[config.mk]
export PLATFORM = sky130hd
export DESIGN_NAME = fdd_motor_ctrl
export DESIGN_NICKNAME = d
export VERILOG_FILES = /design/src/rtl/fdd_motor_pkg.sv /design/src/rtl/fdd_tick_cnt.sv /design/src/rtl/fdd_motor_seq.sv /design/src/rtl/fdd_motor_ctrl.sv
export SDC_FILE = /design/constraint.sdc
export NUM_CORES = 1
export LEC_CHECK = 0
export BUFFER_PORTS_ARGS = -buffer_cell sky130_fd_sc_hd__buf_2
export CAP_MARGIN = 40
export CORE_UTILIZATION = 58
export CTS_BUF_LIST = sky130_fd_sc_hd__clkbuf_8 sky130_fd_sc_hd__clkbuf_16
export DETAILED_ROUTE_END_ITERATION = 8
export PLACE_DENSITY_LB_ADDON = 0.08
export SLEW_MARGIN = 15
export SYNTH_ARGS = -nofsm -noshare
export SYNTH_HDL_FRONTEND = slang
export SYNTH_SLANG_ARGS = --single-unit
export TNS_END_PERCENT = 30
[constraint.sdc]
create_clock -name clk_i -period 2.2 [get_ports clk_i]
set_clock_uncertainty 0.15 [all_clocks]
set_input_delay 0.22 -clock clk_i [delete_from_list [all_inputs] [get_ports clk_i]]
set_output_delay 0.22 -clock clk_i [all_outputs]
set_load 0.01 [all_outputs]
[src/rtl/fdd_motor_pkg.sv]
package fdd_motor_pkg;
  typedef enum logic [1:0] {
    MOT_OFF  = 2'd0,
    MOT_SPIN = 2'd1,
    MOT_RUN  = 2'd2
  } mot_state_e;
endpackage

[src/rtl/fdd_tick_cnt.sv]
module fdd_tick_cnt #(
  parameter int CNT_W = 12
) (
  input  logic             clk_i,
  input  logic             rst_ni,
  input  logic             clr_i,
  input  logic             tick_i,
  output logic [CNT_W-1:0] cnt_o
);
  logic [CNT_W-1:0] cnt_q;

  always_ff @(posedge clk_i or negedge rst_ni) begin
    if (!rst_ni)      cnt_q <= '0;
    else if (clr_i)   cnt_q <= '0;
    else if (tick_i)  cnt_q <= cnt_q + CNT_W'(1);
  end

  assign cnt_o = cnt_q;
endmodule

[src/rtl/fdd_motor_seq.sv]
module fdd_motor_seq
  import fdd_motor_pkg::*;
(
  input  logic       clk_i,
  input  logic       rst_ni,
  input  logic       req_i,
  input  logic       mode_long_i,
  input  logic       spin_done_i,
  input  logic       idle_done_i,
  output mot_state_e state_o,
  output logic       mode_long_o
);
  mot_state_e state_q, state_d;
  logic       mode_q;

  always_comb begin
    state_d = state_q;
    unique case (state_q)
      MOT_OFF:  if (req_i)       state_d = MOT_SPIN;
      MOT_SPIN: if (spin_done_i) state_d = MOT_RUN;
      MOT_RUN:  if (idle_done_i) state_d = MOT_OFF;
      default:                   state_d = MOT_OFF;
    endcase
  end

  always_ff @(posedge clk_i or negedge rst_ni) begin
    if (!rst_ni) begin
      state_q <= MOT_OFF;
      mode_q  <= 1'b0;
    end else begin
      state_q <= state_d;
      // strap sampled only on the turn-on request
      if (state_q == MOT_OFF && req_i) mode_q <= mode_long_i;
    end
  end

  assign state_o     = state_q;
  assign mode_long_o = mode_q;
endmodule

[src/rtl/fdd_motor_ctrl.sv]
module fdd_motor_ctrl
  import fdd_motor_pkg::*;
#(
  parameter int IDLE_TICKS  = 3000,
  parameter int LONG_TICKS  = 1000,
  parameter int SHORT_TICKS = 1
) (
  input  logic clk_i,
  input  logic rst_ni,
  input  logic tick_i,
  input  logic req_i,
  input  logic busy_i,
  input  logic mode_long_i,
  output logic motor_on_no,
  output logic spun_up_o,
  output logic idle_o
);
  localparam int MAX_SPIN = (LONG_TICKS > SHORT_TICKS) ? LONG_TICKS : SHORT_TICKS;
  localparam int MAX_T    = (IDLE_TICKS > MAX_SPIN) ? IDLE_TICKS : MAX_SPIN;
  localparam int CNT_W    = $clog2(MAX_T + 1);
  localparam logic [CNT_W-1:0] IDLE_END  = CNT_W'(IDLE_TICKS - 1);
  localparam logic [CNT_W-1:0] LONG_END  = CNT_W'(LONG_TICKS - 1);
  localparam logic [CNT_W-1:0] SHORT_END = CNT_W'(SHORT_TICKS - 1);

  mot_state_e       state;
  logic             mode_long;
  logic             spin_clr, idle_clr, access;
  logic             spin_done, idle_done;
  logic [CNT_W-1:0] spin_cnt, idle_cnt, spin_end;

  assign access   = req_i | busy_i;
  assign spin_clr = (state != MOT_SPIN);
  assign idle_clr = (state != MOT_RUN) | access;
  assign spin_end = mode_long ? LONG_END : SHORT_END;

  assign spin_done = tick_i & (state == MOT_SPIN) & (spin_cnt == spin_end);
  assign idle_done = tick_i & ~idle_clr & (idle_cnt == IDLE_END);

  fdd_tick_cnt #(.CNT_W(CNT_W)) u_spin_cnt (
    .clk_i  (clk_i),
    .rst_ni (rst_ni),
    .clr_i  (spin_clr),
    .tick_i (tick_i),
    .cnt_o  (spin_cnt)
  );

  fdd_tick_cnt #(.CNT_W(CNT_W)) u_idle_cnt (
    .clk_i  (clk_i),
    .rst_ni (rst_ni),
    .clr_i  (idle_clr),
    .tick_i (tick_i),
    .cnt_o  (idle_cnt)
  );

  fdd_motor_seq u_seq (
    .clk_i       (clk_i),
    .rst_ni      (rst_ni),
    .req_i       (req_i),
    .mode_long_i (mode_long_i),
    .spin_done_i (spin_done),
    .idle_done_i (idle_done),
    .state_o     (state),
    .mode_long_o (mode_long)
  );

  assign motor_on_no = (state == MOT_OFF);
  assign spun_up_o   = (state == MOT_RUN);
  assign idle_o      = (state == MOT_RUN) & (idle_cnt != '0);
endmodule

==> results of run 1 <==
[final cells by class]
type | count | area share
repair buffers | 10 | 0.0377
clock inverters | 1 | 0.00328
inverters | 6 | 0.0148
multi-input cells | 108 | 0.452
flip-flops and latches | 27 | 0.443
clock buffers | 3 | 0.0270
well taps | 28 | 0.0230
[worst paths after layout]
check	start	to	slack (ps)	cells after the start
worst min-delay path	mode_long_i	u_seq.mode_long_o	30	2
max in group asynchronous	rst_ni	u_spin_cnt.cnt_o[8]	1190	2
worst min register to register	u_spin_cnt.cnt_o[11]	u_spin_cnt.cnt_o[11]	410	3
min in group asynchronous	rst_ni	u_idle_cnt.cnt_o[6]	320	2
worst max-delay path	u_seq.state_o[0]	u_seq.state_o[1]	260	4
worst max register to register	u_seq.state_o[0]	u_seq.state_o[1]	260	4
[cell usage after synthesis]
library cell / count
a21o_1: 1
a21oi_1: 4
a22o_1: 1
a31oi_1: 1
and2_1: 1
and3_1: 6
and4_1: 1
buf_2: 1
clkbuf_1: 3
dfrtp_1: 27
ha_1: 3
inv_1: 6
mux2_2: 1
mux2i_1: 2
nand2_1: 8
nand2b_1: 2
nand3_1: 7
nand4_1: 8
nor2_1: 22
nor3_1: 3
nor3b_1: 2
nor4_1: 2
nor4_2: 1
nor4b_1: 2
o2111ai_1: 1
o21ai_0: 3
o22ai_1: 1
o31ai_1: 1
or3_1: 3
or4_1: 2
or4b_4: 1
xnor2_1: 8
xor2_1: 10
[cells in the final DEF, fill, tap and decap left out, types with 3 or more instances in the layout]
cell type,count
or3_1,3
and3_1,6
xor2_1,10
nor2_1,22
buf_2,8
nor3_1,3
dfrtp_1,27
nand4_1,8
a21oi_1,4
inv_1,6
clkbuf_8,3
o21ai_0,3
xnor2_1,8
ha_1,3
nand3_1,7
nand2_1,8
[layer usage]
layer | vias up | track usage | part of all wire
met5 | - | 0 | 0
met4 | 0 | 0.0972 | 0.017
met3 | 5 | 0.0268 | 0.028
met2 | 19 | 0.368 | 0.45
met1 | 537 | 0.330 | 0.51
li1 | 529 | - | -
[registers in the layout (all words and copies together), names as in the netlist]
| register | cells |
|---|---|
| u_idle_cnt.cnt_o | 12 |
| u_spin_cnt.cnt_o | 12 |
| u_seq.state_o | 2 |
| u_seq.mode_long_o | 1 |
[cells by family (layout without fill, tap and decap cells)]
family | count (synthesis) | in the layout | share of synthesized area
compound gates | 13 | 13 | 0.0571
xor+xnor | 18 | 18 | 0.112
fa+ha+maj | 3 | 3 | 0.0267
buf+inv | 10 | 20 | 0.0276
flops | 27 | 27 | 0.481
mux | 3 | 3 | 0.0223
simple gates | 71 | 71 | 0.273
[timing repair]
| action | in CTS | in global routing |
|---|---|---|
| gates resized for setup | 0 | 0 |
| endpoints found under the hold margin | 27 | 0 |
| hold buffers | 1 | 0 |
[power by group through the flow]
| stage | combinational (mW) | clock [mW] | sequential [mW] |
|---|---|---|---|
| floorplan | 0.0171 | 0 | 0.508 |
| global placement | 0.0363 | 0 | 0.508 |
| detailed placement | 0.0372 | 0 | 0.508 |
| CTS | 0.0386 | 0.293 | 0.499 |
| global route | 0.0429 | 0.304 | 0.499 |
| finish | 0.0377 | 0.288 | 0.499 |
==> results by group, run 1 <==
Outcome
  • Status: finished, final reports clean

Synth
  • Number of synthesized register bits: 27
  • Seq/Total Area, Yosys: 0.481
  • Cell types occupying the most area after synthesis: dfrtp_1 (48%), xor2_1 (6.2%), nor2_1 (5.9%), xnor2_1 (5.0%), nand4_1 (3.6%)
  • Number of different library cells in the post-synthesis netlist: 33
  • Yosys Warn Count: 0
  • Portion of synthesized cell area occupied by the leading cell type: 0.481
  • Cells after Synth: 145
  • Number of nets produced by synthesis: 154
  • Avg Inst Size Synth: 9.68 sq um
  • Syn Std Cell Area: 0.00140 sq mm
  • Yosys top cell by area: dfrtp_1

Layout
  • Sequential standard cell area: 676 sq um
  • Total Nets Final: 165
  • Share of the core filled with cells: 0.677
  • Share of cells above drive strength 1: 0.103
  • Area of combinational cells with multiple inputs: 689 sq um
  • Finished Layout Cells: 183
  • Area growth from synthesis to layout: 8.73%
  • Design area: 0.00153 sq mm
  • Count of fill cells added during filler insertion: 214
  • Antenna Cells: 0

Pwr
  • PwrDens: 540 mW/mm^2
  • Sw power: 0.187 mW
  • Cell internal pwr: 0.638 mW
  • Proportion of total power due to net switching: 0.226
  • Sequential power share: 0.605
  • Relative contribution of combinational cells to total power: 0.046
  • VDD IR-drop max: 0.340 mV
  • Leakage Power: 0.652 nW
  • Clock network fraction of design power: 0.350
  • Final Power: 0.825 mW

Global route
  • Pin count of the biggest net entering global routing: 28
  • Number of global-route vias before repair: 1,020
  • Initial antenna violation count: 0
  • GR Util All Layers: 0.235
  • Grt ovf: 0
  • First-pass GRT wire length: 4520 um

Worst setup path
  • Crit Path Class: reg2reg
  • Buf/Inv on CP: 0
  • Crit end category: register
  • Slowest cell delay on critical path: 550 ps
  • Cell family with most CP delay: simple AND/OR/NAND/NOR gates
  • CP max-delay cell: or4b_4
  • Sequence of cells on the critical path: or4b_4 > or4_1 > nor4_2 > o22ai_1
  • Worst path arrival time: 1930 ps
  • CP Data Required Time: 2190 ps
  • Startpoint type of the worst setup path: register
  • Largest fanout of any net on the critical path: 4

Die
  • Floorplan die area: 0.00262 sq mm
  • Core ar.: 0.00225 sq mm
  • Number of top-level design ports: 9
  • Number of placement rows: 17
  • Vert. Die Dim: 51.2 um
  • Die X-Extent: 51.2 um
  • Starting density of the core: 0.623

Place
  • Port-buffer cells: 8
  • Post-detail-place hpwl: 1920 um
  • Number of placed instances with taps included: 178
  • Post-place instance area: 0.00147 sq mm
  • GPL Wtd Cong: 0.863
  • Dpl ws: 265 ps

Clock tree
  • Maximum count of clock buffers along a single path: 2
  • Clock tree from TritonCTS: built
  • Insertion delay to the later sink of the worst-skew pair: 270 ps
  • Total number of clock tree sinks: 27
  • Clock Tree Root: clkbuf_8
  • Number of buffers inserted by post-CTS setup repair: 0
  • H-tree depth reported by CTS: 1
  • Num CTS Buffers: 3
  • Clk slew on worst S/H paths: 90 ps

Timing
  • Pins over their slew limit: 0
  • Tcrit/Tclk final: 0.880
  • Fin Setup TNS: 0 ps
  • Number of failing setup endpoints in the final timing report: 0
  • Achievable frequency: 0.517 GHz
  • Worst-case hold slack: 33.7 ps
  • Count of final hold-check violations: 0
  • Tightest slew margin relative to the limit: 0.611
  • Worst slew pin tran: 583 ps
  • Crit path setup slack, layout: 265 ps
  • Final critical delay including setup and external delays: 1940 ps
  • Setup repair after global routing missed its margin: no

Flow run
  • Max-cap violations: 0

Routing
  • Remaining design rule violation count: 0
  • Number of iterations in the first detailed-routing pass: 4
  • Antenna-violating nets left: 0
  • Total wire length: 2680 um
  • Post-detailed-route wirelength per cell: 14.7 um
  • Number of vias in the routed layout: 1,090
  • Number of vias per cell: 5.96
  • Violation count after the first detailed-route iteration: 24

Min path
  • Classification of the worst-slack hold path: in2reg
No activity file was read; power rests on OpenSTA's default activity.
==> run 2: changes to the inputs <==
==> constraint.sdc (replaced) <==
create_clock -name clk_i -period 2.2 [get_ports clk_i]
set_clock_uncertainty 0.15 [all_clocks]
set_input_delay 0.44 -clock clk_i [delete_from_list [all_inputs] [get_ports clk_i]]
set_output_delay 0.44 -clock clk_i [all_outputs]
set_load 0.01 [all_outputs]
==> run 2 against run 1 <==
Compared with the run above:
- critical path depth rose by 1
- sequential power barely moved
- setup slack got worse by 83 ps
- sequential cell count did not move
- register-to-register slack barely moved
- power fell by 1.4%
- utilization fell by 0.44 points
- critical endpoint is now idle_o
- highest routed layer unchanged
==> results by group, run 2 (synthesis results as in run 1) <==
Global route
  • Grt ovf: 0 (unchanged)
  • First-pass GRT wire length: 4570 um (+1.2%)
  • Met1 Use GR: 0.320 (-0.0103)
  • Pin count of the biggest net entering global routing: 28 (unchanged)
  • GR Util All Layers: 0.244 (+0.00898)
  • Number of global-route vias before repair: 1,050 (+2.9%)
  • Grt met2 use: 0.390 (+0.0219)
  • Initial antenna violation count: 0 (unchanged)
  • Most utilized layer in the global route result: met2
  • GR Util met3: 0.0357 (+0.00893)

Die
  • Floorplan die area: 0.00262 sq mm (unchanged)
  • Core ar.: 0.00225 sq mm (unchanged)
  • Vert. Die Dim: 51.2 um (unchanged)
  • Number of top-level design ports: 9 (unchanged)
  • Die X-Extent: 51.2 um (unchanged)
  • Number of placement rows: 17 (unchanged)
  • Starting density of the core: 0.623 (unchanged)

Layout
  • Total Nets Final: 164 (-0.61%)
  • Most common cell after layout, fill and taps aside: dfrtp_1
  • Area growth from synthesis to layout: 8.02%
  • Share of cells above drive strength 1: 0.104 (+0.000670)
  • Design area: 0.00152 sq mm (-0.66%)
  • Most used cells in the layout excluding fill and tap cells: dfrtp_1 (27), nor2_1 (22), xor2_1 (10)
  • Antenna Cells: 0 (unchanged)

Clock tree
  • CTS Hold Buffers Added: 0 (-1)
  • Num CTS Buffers: 3 (unchanged)
  • Total number of clock tree sinks: 27 (unchanged)
  • Clock tree from TritonCTS: built
  • Maximum count of clock buffers along a single path: 2 (unchanged)
  • H-tree depth reported by CTS: 1 (unchanged)
  • Clock Tree Root: clkbuf_8
  • Clk slew on worst S/H paths: 90 ps (about the same)
  • Number of buffers inserted by post-CTS setup repair: 0 (unchanged)
  • Insertion delay to the later sink of the worst-skew pair: 270 ps (about the same)
  • Post-cts repair resize count: 0 (unchanged)

Worst setup path
  • Largest fanout of any net on the critical path: 4 (unchanged)
  • Sequence of cells on the critical path: inv_1 > ha_1 > nor4b_1 > a31oi_1 > buf_2
  • Cell family with most CP delay: flip-flops
  • Worst reg2reg startpoint: u_seq.state_o[0]
  • Startpoint type of the worst setup path: register
  • Number of cells on the worst reg-to-reg path: 4 (unchanged)
  • R2R setup slack: 270 ps (about the same)
  • FF-to-FF End: u_seq.state_o[1]
  • CP Data Required Time: 1610 ps (-580 ps)
  • CP max-delay cell: dfrtp_1
  • Worst path arrival time: 1430 ps (-500 ps)
  • Slowest cell delay on critical path: 430 ps (-120 ps)
  • Crit Path Class: reg2out
  • Crit end category: output port
  • Launch point of the worst path: u_idle_cnt.cnt_o[0]
  • Buf/Inv on CP: 2 (+2)

Timing
  • Achievable frequency: 0.495 GHz (-4.1%)
  • Number of failing setup endpoints in the final timing report: 0 (unchanged)
  • Tcrit/Tclk final: 0.918 (+0.0379)
  • Pins over their slew limit: 0 (unchanged)
  • Final critical delay including setup and external delays: 2020 ps (+83.4 ps)
  • Worst slew pin tran: 567 ps (-17.0 ps)
  • Tightest slew margin relative to the limit: 0.622 (+0.0113)
  • Fin Setup TNS: 0 ps (unchanged)
  • Count of final hold-check violations: 0 (unchanged)
  • Setup repair after global routing missed its margin: no

Pwr
  • Leakage Power: 0.648 nW (-0.64%)
  • VDD IR-drop max: 0.461 mV (+36%)
  • PwrDens: 536 mW/mm^2 (-0.73%)

Routing
  • Number of iterations in the first detailed-routing pass: 4 (unchanged)
  • Antenna-violating nets left: 0 (unchanged)
  • Total wire length: 2600 um (-3.1%)
  • Number of vias per cell: 5.86 (-1.7%)
  • Post-detailed-route wirelength per cell: 14.3 um (-2.6%)
  • Violation count after the first detailed-route iteration: 19 (-21%)
  • Number of vias in the routed layout: 1,066 (-2.2%)
  • Remaining design rule violation count: 0 (unchanged)

Place
  • Port-buffer cells: 8 (unchanged)
  • Post-detail-place hpwl: 1860 um (-3.0%)
  • Post-place instance area: 0.00147 sq mm (unchanged)
  • GPL Wtd Cong: 0.810 (-6.1%)

Min path
  • Classification of the worst-slack hold path: in2async

Flow run
  • Max-cap violations: 0 (unchanged)

Outcome
  • Status: finished, final reports clean
-- run 2: layout make-up --
cell class                      instances  area (sq um)
Sequential cell                        27           676
Timing Repair Buffer                    9          47.5
Fill cell                             178           738
Tap cell                               28          35.0
Multi-Input combinational cell        108           689
Clock inverter                          1          5.00
Clock buffer                            3          41.3
Inverter                                6          22.5
-- run 2: worst max-delay path by stage --
stage | slack [ps] | endpoint | depth (start not counted)
floorplan | 320 | u_seq.state_o[1] | 4
global placement | 210 | u_seq.state_o[1] | 5
detailed placement | 160 | u_seq.state_o[1] | 5
CTS | 170 | idle_o | 5
global route | 90 | idle_o | 5
finish | 180 | idle_o | 5
-- run 2: routing by layer --
layer  vias up  share of wire
met4         0          0.018
met1       516           0.49
met2        18           0.46
met5         -              0
li1        528              -
met3         4          0.030
-- run 2: per-stage QoR --
step | util | std cells | power [mW] | setup WS, ps | hold slack, ps
after global placement | 0.652 | 178 | 0.544 | 208 | 320
final | 0.673 | 182 | 0.813 | 181 | 1.42
after CTS | 0.673 | 182 | 0.823 | 169 | 20.6
after detailed placement | 0.652 | 178 | 0.545 | 164 | 321
after floorplan | - | 145 | 0.525 | 325 | -5.59
after global routing | 0.673 | 182 | 0.843 | 90.4 | 46.9
-- run 2: report_power, final --
| part | internal, mW | total (mW) | switching (mW) |
|---|---|---|---|
| registers | 0.497 | 0.498 | 0.00140 |
| clock network | 0.127 | 0.279 | 0.152 |
| logic | 0.0130 | 0.0358 | 0.0228 |
-- run 2: worst reg2reg max path, delay by kind of cell, from the launching register on --
family,cells,cell delay [ps]
AOI/OAI and AO/OA,1,110
and+or+nand+nor,3,1120
DFF,1,420
==> run 3: changes to the inputs <==
--- a/config.mk
+++ b/config.mk
@@ -7,8 +7,8 @@
 export LEC_CHECK = 0
 export BUFFER_PORTS_ARGS = -buffer_cell sky130_fd_sc_hd__buf_2
 export CAP_MARGIN = 40
-export CORE_UTILIZATION = 58
-export CTS_BUF_LIST = sky130_fd_sc_hd__clkbuf_8 sky130_fd_sc_hd__clkbuf_16
+export CORE_UTILIZATION = 60
+export CTS_BUF_LIST = sky130_fd_sc_hd__clkbuf_8
 export DETAILED_ROUTE_END_ITERATION = 8
 export PLACE_DENSITY_LB_ADDON = 0.08
 export SLEW_MARGIN = 15
==> run 3 against run 2 <==
Compared with the run above:
- via count up 3.3%
- cell area up 0.41%
- sequential share of layout area down 0.18 points
- combinational power up 5%
- critical path depth unchanged
- global-route usage up 0.54 points
- power down 0.63%
- hold slack better by 15 ps
- sequential power about the same
- die area down 3.2%
- sequential cell count unchanged
- largest cell class unchanged
==> results by group, run 3 (synthesis results as in run 1) <==
Outcome
  • Status: finished, final reports clean

Flow run
  • Max-cap violations: 0 (unchanged)

Routing
  • Violation count after the first detailed-route iteration: 29 (+10)
  • Post-detailed-route wirelength per cell: 14.6 um (+2.1%)
  • Remaining design rule violation count: 0 (unchanged)
  • Total wire length: 2670 um (+2.7%)
  • Antenna-violating nets left: 0 (unchanged)
  • Number of vias in the routed layout: 1,101 (+3.3%)
  • Number of iterations in the first detailed-routing pass: 4 (unchanged)
  • Number of vias per cell: 6.02 (+2.7%)

Pwr
  • Final Power: 0.808 mW (-0.63%)
  • VDD IR-drop max: 0.453 mV (-1.7%)
  • PwrDens: 531 mW/mm^2 (-1.0%)
  • Leakage Power: 0.655 nW (+0.96%)

Layout
  • Share of cells above drive strength 1: 0.103 (-0.000670)
  • Most used cells in the layout excluding fill and tap cells: dfrtp_1 (27), nor2_1 (22), xor2_1 (10)
  • Total Nets Final: 165 (+0.61%)
  • Area growth from synthesis to layout: 8.47%
  • Most common cell after layout, fill and taps aside: dfrtp_1
  • Share of the core filled with cells: 0.688 (+0.0158)
  • Antenna Cells: 0 (unchanged)
  • Count of fill cells added during filler insertion: 193 (+8.4%)

Worst setup path
  • Number of cells on the worst reg-to-reg path: 4 (unchanged)
  • FF-to-FF End: u_seq.state_o[1]
  • R2R setup slack: 290 ps (+20 ps)
  • Cell family with most CP delay: flip-flops
  • Largest fanout of any net on the critical path: 4 (unchanged)
  • Worst path arrival time: 1460 ps (+30 ps)
  • Buf/Inv on CP: 2 (unchanged)
  • Sequence of cells on the critical path: inv_1 > ha_1 > nor4b_1 > a31oi_1 > buf_2
  • CP max-delay cell: dfrtp_1
  • Crit end category: output port
  • Startpoint type of the worst setup path: register
  • Crit Path Class: reg2out
  • CP Data Required Time: 1610 ps (about the same)
  • Worst reg2reg startpoint: u_seq.state_o[0]
  • Slowest cell delay on critical path: 430 ps (about the same)

Global route
  • GR Util All Layers: 0.249 (+0.00542)
  • Initial antenna violation count: 0 (unchanged)
  • First-pass GRT wire length: 4730 um (+3.3%)
  • Number of global-route vias before repair: 1,110 (+5.7%)
  • Pin count of the biggest net entering global routing: 28 (unchanged)
  • Grt ovf: 0 (unchanged)

Clock tree
  • Number of buffers inserted by post-CTS setup repair: 0 (unchanged)
  • Num CTS Buffers: 3 (unchanged)
  • Clock Tree Root: clkbuf_8
  • Maximum count of clock buffers along a single path: 2 (unchanged)
  • Clock tree from TritonCTS: built
  • Insertion delay to the later sink of the worst-skew pair: 270 ps (about the same)
  • CTS Hold Buffers Added: 0 (unchanged)
  • Clk slew on worst S/H paths: 90 ps (about the same)
  • Total number of clock tree sinks: 27 (unchanged)
  • Post-cts repair resize count: 0 (unchanged)
  • H-tree depth reported by CTS: 1 (unchanged)

Die
  • Die X-Extent: 50.4 um (-1.6%)
  • Number of top-level design ports: 9 (unchanged)
  • Floorplan die area: 0.00254 sq mm (-3.2%)
  • Starting density of the core: 0.635 (+0.0120)
  • Core ar.: 0.00221 sq mm (-1.9%)
  • Vert. Die Dim: 50.4 um (-1.6%)
  • Number of placement rows: 17 (unchanged)

Place
  • Port-buffer cells: 8 (unchanged)
  • GPL Wtd Cong: 0.808 (-0.32%)
  • Post-detail-place hpwl: 1930 um (+3.5%)

Timing
  • Final critical delay including setup and external delays: 2050 ps (+29.2 ps)
  • Setup repair after global routing missed its margin: no
  • Number of failing setup endpoints in the final timing report: 0 (unchanged)
  • Pins over their slew limit: 0 (unchanged)
  • Tightest slew margin relative to the limit: 0.602 (-0.0207)
  • Count of final hold-check violations: 0 (unchanged)
  • Achievable frequency: 0.488 GHz (-1.4%)
  • Fin Setup TNS: 0 ps (unchanged)
  • Tcrit/Tclk final: 0.931 (+0.0133)
  • Worst slew pin tran: 598 ps (+31.1 ps)

Min path
  • Classification of the worst-slack hold path: in2async
run 3: stage by stage:
stage	instances	area (sq um)	setup slack [ps]	hold slack, ps
2_1_floorplan	145	1400	325	-5.59
3_3_place_gp	179	1480	210	320
3_5_place_dp	179	1480	182	325
4_1_cts	183	1520	155	27.2
5_1_grt	183	1520	57.5	54.6
6_report	183	1520	152	16.9
run 3: worst max-delay path by stage:
| stage | start | end | slack (ps) | cells past startpoint |
|---|---|---|---|---|
| floorplan | busy_i | u_seq.state_o[1] | 320 | 4 |
| global placement | busy_i | u_seq.state_o[1] | 210 | 5 |
| detailed placement | busy_i | u_seq.state_o[1] | 180 | 5 |
| CTS | u_idle_cnt.cnt_o[0] | idle_o | 160 | 5 |
| global route | u_idle_cnt.cnt_o[0] | idle_o | 60 | 5 |
| finish | u_idle_cnt.cnt_o[0] | idle_o | 150 | 5 |
run 3: power breakdown:
part	internal [mW]	switching [mW]	total [mW]	leakage, nW
Sequential	0.497	0.00147	0.498	0.372
Clock	0.125	0.147	0.272	0.0269
Combinational	0.0141	0.0235	0.0376	0.256
run 3: metal layers:
metal,up-vias,part of all wire,GRT usage
met3,6,0.030,0.0303
li1,531,-,-
met1,535,0.42,0.281
met5,-,0,0
met2,29,0.53,0.442
met4,0,0.027,0.157
run 3: area by class of cell:
| class | count | area [sq um] | area share |
|---|---|---|---|
| clock buffer | 3 | 41.3 | 0.0271 |
| clock inverter | 1 | 3.75 | 0.00247 |
| inverter | 6 | 22.5 | 0.0148 |
| multi-input combinational | 108 | 689 | 0.453 |
| sequential | 27 | 676 | 0.444 |
| tap | 28 | 35.0 | 0.0230 |
| timing repair buffer | 10 | 55.1 | 0.0362 |
